### src/rtl/irq_vector_unit.sv
module irq_vector_unit #(
  parameter int VEC_W = 16,
  parameter int N_EXT = 4,
  parameter logic [VEC_W-1:0] NMI_VEC = '0,
  parameter int STK_VEC = 2,
  localparam int NLAT = N_EXT + 1,
  localparam int LVL_W = $clog2(NLAT + 1)
) (
  input  logic             clk,
  input  logic             rst_n,
  input  logic [N_EXT-1:0] ext_req_n,
  input  logic             stack_req,
  input  logic [NLAT-1:0]  lvl_en,
  input  logic [NLAT-1:0]  lvl_clr,
  input  logic             men_wr,
  input  logic             men_d,
  input  logic             rti,
  input  logic             fetch_start,
  input  logic             halt_n,
  input  logic             cont_in,
  output logic             irq_take,
  output logic [LVL_W-1:0] irq_level,
  output logic [VEC_W-1:0] vec_addr,
  output logic             cont_ack_n,
  output logic             master_en,
  output logic             stall
);

  logic [N_EXT-1:0] rq_a, rq_b;
  logic             hs_a, hs_b, h_prev, cs_a, cs_b;
  logic [NLAT-1:0]  lat;
  logic             armed, nmi_pend;
  logic             pick_ok;
  int               pick;
  logic             accept;

  always_ff @(posedge clk or negedge rst_n) begin
    if (!rst_n) begin
      rq_a <= '0; rq_b <= '0;
      hs_a <= 1'b1; hs_b <= 1'b1; h_prev <= 1'b1;
      cs_a <= 1'b1; cs_b <= 1'b1;
    end else begin
      rq_a <= ~ext_req_n; rq_b <= rq_a;
      hs_a <= halt_n; hs_b <= hs_a; h_prev <= hs_b;
      cs_a <= cont_in; cs_b <= cs_a;
    end
  end

  always_ff @(posedge clk or negedge rst_n) begin
    if (!rst_n) lat <= '0;
    else        lat <= lvl_en & ~lvl_clr & (lat | {rq_b, stack_req});
  end

  always_comb begin
    pick_ok = 1'b0;
    pick    = 0;
    for (int i = NLAT - 1; i >= 0; i--)
      if (lat[i]) begin
        pick_ok = 1'b1;
        pick    = i;
      end
  end

  assign accept = fetch_start & (nmi_pend | (master_en & pick_ok));
  assign stall  = ~hs_b;

  always_ff @(posedge clk or negedge rst_n) begin
    if (!rst_n) begin
      armed    <= 1'b0;
      nmi_pend <= 1'b0;
    end else begin
      if (hs_b)       armed <= 1'b0;
      else if (!cs_b) armed <= 1'b1;
      nmi_pend <= (hs_b & ~h_prev & armed) | (nmi_pend & ~accept);
    end
  end

  always_ff @(posedge clk or negedge rst_n) begin
    if (!rst_n) begin
      irq_take   <= 1'b0;
      cont_ack_n <= 1'b1;
      irq_level  <= '0;
      vec_addr   <= '0;
      master_en  <= 1'b0;
    end else begin
      irq_take   <= accept;
      cont_ack_n <= ~accept;
      if (accept) begin
        master_en <= 1'b0;
        if (nmi_pend) begin
          irq_level <= '0;
          vec_addr  <= NMI_VEC;
        end else begin
          irq_level <= LVL_W'(pick + 1);
          vec_addr  <= VEC_W'(STK_VEC + pick);
        end
      end else if (rti) begin
        master_en <= 1'b1;
      end else if (men_wr) begin
        master_en <= men_d;
      end
    end
  end

endmodule


### config.mk
export PLATFORM = sky130hd
export DESIGN_NAME = irq_vector_unit
export DESIGN_NICKNAME = d
export VERILOG_FILES = /design/src/rtl/irq_vector_unit.sv
export SDC_FILE = /design/constraint.sdc
export NUM_CORES = 1
export LEC_CHECK = 0
export BUFFER_PORTS_ARGS = -buffer_cell sky130_fd_sc_hd__buf_2
export CORE_MARGIN = 1
export CORE_UTILIZATION = 35
export CTS_CLUSTER_DIAMETER = 40
export CTS_CLUSTER_SIZE = 30
export DETAILED_ROUTE_END_ITERATION = 12
export GPL_TIMING_DRIVEN = 0
export PLACE_DENSITY_LB_ADDON = 0.05
export SYNTH_ARGS = -nofsm -noshare
export SYNTH_HDL_FRONTEND = slang
export SYNTH_SLANG_ARGS = --single-unit
### constraint.sdc
create_clock -name clk -period 1.7 [get_ports clk]
set_clock_uncertainty 0.2 [all_clocks]
set_input_delay 0.17 -clock clk [delete_from_list [all_inputs] [get_ports clk]]
set_output_delay 0.17 -clock clk [all_outputs]
set_load 0.03 [all_outputs]
# Word-level counts from Yosys, hierarchy flattened
# Cells that the tools add are included.
# totals
register_bits,42
latch_bits,0
mem_bits_rw,0
mem_bits_ro,0
out_inout_bits,23
elab_cells,51
mem_count,0
# classes
n_addsub,2
multipliers,0
div_mod_pow,0
n_lt_le_gt_ge,0
eq_ne,1
shifts,0
mux,17
bitwise_logic,15
reduce_logical,1
# op_table
op,count
two-way mux 16 bit,5
adder 3 x 16 -> 16 bit (first input constant),1
AND 5 bit,2
two-way mux 1 bit,10
two-way mux 3 bit,2
AND 1 bit,5
inverter 5 bit,1
bitwise OR 5 bit,1
inverter 4 bit,1
adder 3 x 2 -> 3 bit (second input constant),1
inverter 1 bit,3
nonzero test 3 bit,1
inequality test 2 bit (second input constant),1
bitwise OR 1 bit,2

# Longest topological paths before layout
# logic_depth
word_depth,11
ltp_mapped,5
depth_no_buf,5

# Least setup slack after synthesis
# Ideal clock, no wire load.
# synth_timing
path_kind,flip-flop to flip-flop
startpoint,reg lat[0]
endpoint,reg vec_addr[2]
setup_ns,0.136
t_arrival_ns,1.537
t_required_ns,1.364
setup_slack_ns,-0.173
path_stages_with_launch,6
path_buffers,0
period_less_slack_ns,1.873
cell_sequence,dfrtp_1 > or4_4 > nor2_4 > ha_1 > a22oi_1 > o22ai_1
# synth_via
elab_chain_cells,4
# synth_rtl
item,line,source
start: declaration,31,logic [NLAT-1:0] lat;
start signal: assignment,51,"else lat <= lvl_en & ~lvl_clr & (lat | {rq_b, stack_req});"
"parallel branches: the longest is 4 deep, another holds adder 3 x 16 -> 16 bit",-,
end signal: assignment,95,vec_addr <= VEC_W'(STK_VEC + pick);
end: declaration,23,"output logic [VEC_W-1:0] vec_addr,"
# Parallel ways; which one is timed is not known.
# A chain may end at the register's enable or synchronous reset.

# Final worst setup path
# layout_timing
startpoint,reg lat[1]
endpoint,reg vec_addr[2]
# layout_via
elab_chain_cells,5
# layout_rtl
item
"parallel branches: the longest is 5 deep, another holds adder 3 x 16 -> 16 bit"
# Parallel ways; which one is timed is not known.

==> flow_metrics.tcl <==
set metrics [dict create \
    outcome "complete, but fails checks" \
    violations "setup timing" \
    gr-total-overflow 0 \
    multi_input_area_um2 399 \
    gp_congestion 0.741 \
    hold_violations 0 \
    h-tree-depth 2 \
    totalWireLength_um 2130 \
    fin_util 0.541 \
    maxSlewHeadroom 0.564 \
    cts_buffers 5 \
    crit_arrival_ns 1.86 \
    setup_slack_ns -0.171 \
    path_cells "or4_4 > nor2_4 > ha_4 > a22oi_2 > o22ai_1" \
    critPathMaxStageDelay_ns 0.60 \
    dpl.hpwl_um 1390 \
    power_density_nw_per_um2 1080 \
    drt_iter0_markers 22 \
    post-place-ws_ns -0.243 \
    cts.clk_slew.worst_paths_ns 0.09 \
    switchingPower_w 0.000687 \
    rows 21 \
    yosys.cell_types.count 27 \
    cts_tree "done" \
    setup_viol 9 \
    fin_area_um2 1820 \
    io_buffers 33 \
    wl_per_cell_um 9.48 \
    synthCells 104 \
    swShare 0.350 \
    grt_pass1_vias 805 \
    track_usage 0.131 \
    clk_latency_ns 0.32 \
    fin_crit_ns 1.87 \
    clockBufferDepth 2 \
    vias_per_cell 4.15 \
    synth_area_um2 1240 \
    end_kind "flop" \
    drcViolationCount 0 \
    pin_count 46 \
    comb_power_share 0.318 \
    crit_path_max_fanout 4 \
    p_seq_frac 0.462 \
    holdCritStartpoint "fetch_start" \
    diodes 0 \
    ys_seq_area_frac 0.610 \
    rsz0062_at_grt "true" \
    root_buffer "clkbuf_4" \
    whs_ns 0.136 \
    dieArea_um2 3800 \
    num_vias 934 \
    min_period_over_period 1.10 \
    place_area_um2 1510 \
    r2r_cells 5 \
    p_leak_nw 0.914 \
    seqCellArea_um2 758 \
    p_int_w 0.00127 \
    nets 203 \
    start_util 0.370 \
    grt_max_degree 31 \
    layout-drive-gt1-share 0.397 \
    cap_viol_max_count 0 \
    worstMarginPinSlew_ns 0.654 \
    crit_type "reg2reg" \
    fmax_mhz 534 \
    die_w_um 61.6 \
    p_clk_frac 0.221 \
    cp_slowest_cell "or4_4" \
    slew_viol_final 0 \
    worstReg2RegStart "lat[1]$_DFF_PN0_" \
    nFillCells 332 \
    syn_to_final_growth_pct 46.4 \
    grt_pass1_wl_um 3380 \
    yosys_warnings 0 \
    irDropWorstVdd_v 0.000583 \
    first_pass_iters 4 \
    grt_antenna_before_repair 0 \
    min_path_type "in2reg" \
    fp.coreArea_um2 3360 \
    crit_path_start "lat[1]$_DFF_PN0_" \
    worstPathRequired_ns 1.69 \
    start_kind "flop" \
    avgSynthCellArea_um2 12.0 \
    antenna_left 0 \
    die_h_um 61.6 \
    cts_sinks 30 \
    ys_seq_elements 30 \
    min_path_cells 4 \
]
critical path: cells and delay by family, from the launching register on:
| family | cells | cell delay (ns) |
|---|---|---|
| simple gates | 2 | 0.76 |
| flops | 1 | 0.39 |
| fa+ha+maj | 1 | 0.21 |
| compound gates | 2 | 0.19 |
placed cells by master, fill, tap and decap left out, types with 2 or more instances in the layout:
cell	instances
o22ai_1	6
a22oi_1	3
dlygate4sd3_1	20
buf_2	33
clkbuf_4	5
buf_4	15
nor3b_1	5
conb_1	12
a21oi_1	2
dfrtp_1	24
dfstp_2	6
nor2_1	7
a2bb2oi_1	2
nor2b_1	2
clkbuf_1	3
inv_1	16
final timing paths:
path / endpoint / slack (ns)
min reg2reg: rq_b[0]$_DFF_PN0_ / 0.15
max in group asynchronous: irq_level[1]$_DFFE_PN0P_ / 0.68
max reg2reg: vec_addr[2]$_DFFE_PN0P_ / -0.17
min in group asynchronous: armed$_DFFE_PN0P_ / 0.21
max: vec_addr[2]$_DFFE_PN0P_ / -0.17
min: vec_addr[2]$_DFFE_PN0P_ / 0.14
through the flow:
| step | TNS [ns] | total power (W) | cells |
|---|---|---|---|
| floorplan | -0.532 | 0.00133 | 115 |
| global placement | -1.12 | 0.00149 | 194 |
| detailed placement | -1.19 | 0.00149 | 194 |
| CTS | -1.07 | 0.00199 | 225 |
| global route | -1.69 | 0.00210 | 225 |
| finish | -0.915 | 0.00196 | 225 |
state kept, by name, summed over array words and instances, names as in the netlist:
name / cells
lat: 5
rq_a: 4
rq_b: 4
vec_addr: 4
irq_level: 3
armed: 1
cont_ack_n: 1
cs_a: 1
cs_b: 1
h_prev: 1
hs_a: 1
hs_b: 1
irq_take: 1
master_en: 1
nmi_pend: 1
layout make-up:
type,instances,share of cell area
plain buffers,14,0.0536
well taps,46,0.0316
clock inverters,1,0.00275
clock buffers,7,0.0302
multi-input cells,55,0.219
flip-flops and latches,30,0.416
inverters,16,0.0330
repair buffers,56,0.213
power by group through the flow:
| stage | Sequential [W] | Clock, W | Combinational [W] |
|---|---|---|---|
| after floorplan | 0.00108 | 0 | 0.000245 |
| after global placement | 0.000916 | 0 | 0.000571 |
| after detailed placement | 0.000920 | 0 | 0.000574 |
| after CTS | 0.000906 | 0.000458 | 0.000624 |
| after global routing | 0.000921 | 0.000494 | 0.000682 |
| final | 0.000906 | 0.000433 | 0.000623 |
cell families (layout without fill, tap and decap cells):
kind of cell | after synthesis | count (layout) | share of synthesized area
DFF | 30 | 30 | 0.610
and+or+nand+nor | 18 | 18 | 0.0885
adders and majority gates | 2 | 2 | 0.0201
buffers and inverters | 30 | 94 | 0.127
xor gates and xnor gates | 1 | 1 | 0.00704
AOI/OAI and AO/OA | 22 | 22 | 0.145
other | 1 | 12 | 0.00302
cell usage after synthesis:
cell / count / area share
dfrtp_1: 24 / 0.48
a21oi_1: 2 / 0.0080
or4_4: 1 / 0.0091
nor3_1: 1 / 0.0040
dfstp_2: 6 / 0.13
o211ai_2: 1 / 0.010
conb_1: 1 / 0.0030
clkbuf_1: 2 / 0.0060
a31oi_1: 1 / 0.0050
o31ai_2: 1 / 0.010
nor2b_1: 2 / 0.010
xnor2_1: 1 / 0.0070
nand2b_1: 1 / 0.0050
o32ai_1: 1 / 0.0070
nor3b_1: 5 / 0.030
a21boi_2: 1 / 0.0091
a211oi_1: 1 / 0.0060
inv_1: 16 / 0.048
nor2_4: 1 / 0.0091
o21ai_4: 1 / 0.013
ha_1: 2 / 0.020
a2bb2oi_1: 2 / 0.014
o211a_1: 1 / 0.0080
o22ai_1: 6 / 0.030
nor2_1: 7 / 0.021
buf_4: 12 / 0.072
a22oi_1: 4 / 0.024
layer usage:
metal,track usage,up-vias,part of all wire
li1,-,470,-
met1,0.144,422,0.45
met4,0.0762,0,0.023
met2,0.207,36,0.46
met3,0.0630,6,0.063
met5,0,-,0
repair_timing:
| action | CTS | global route |
|---|---|---|
| setup endpoints to repair | 10 | 10 |
| buffers inserted | 3 | 0 |
| hold buffers | 20 | 0 |
| pin swaps | 3 | 5 |
| hold endpoints to repair | 36 | 0 |
| resized for setup | 3 | 1 |
Power figures use the tool's default switching activity.
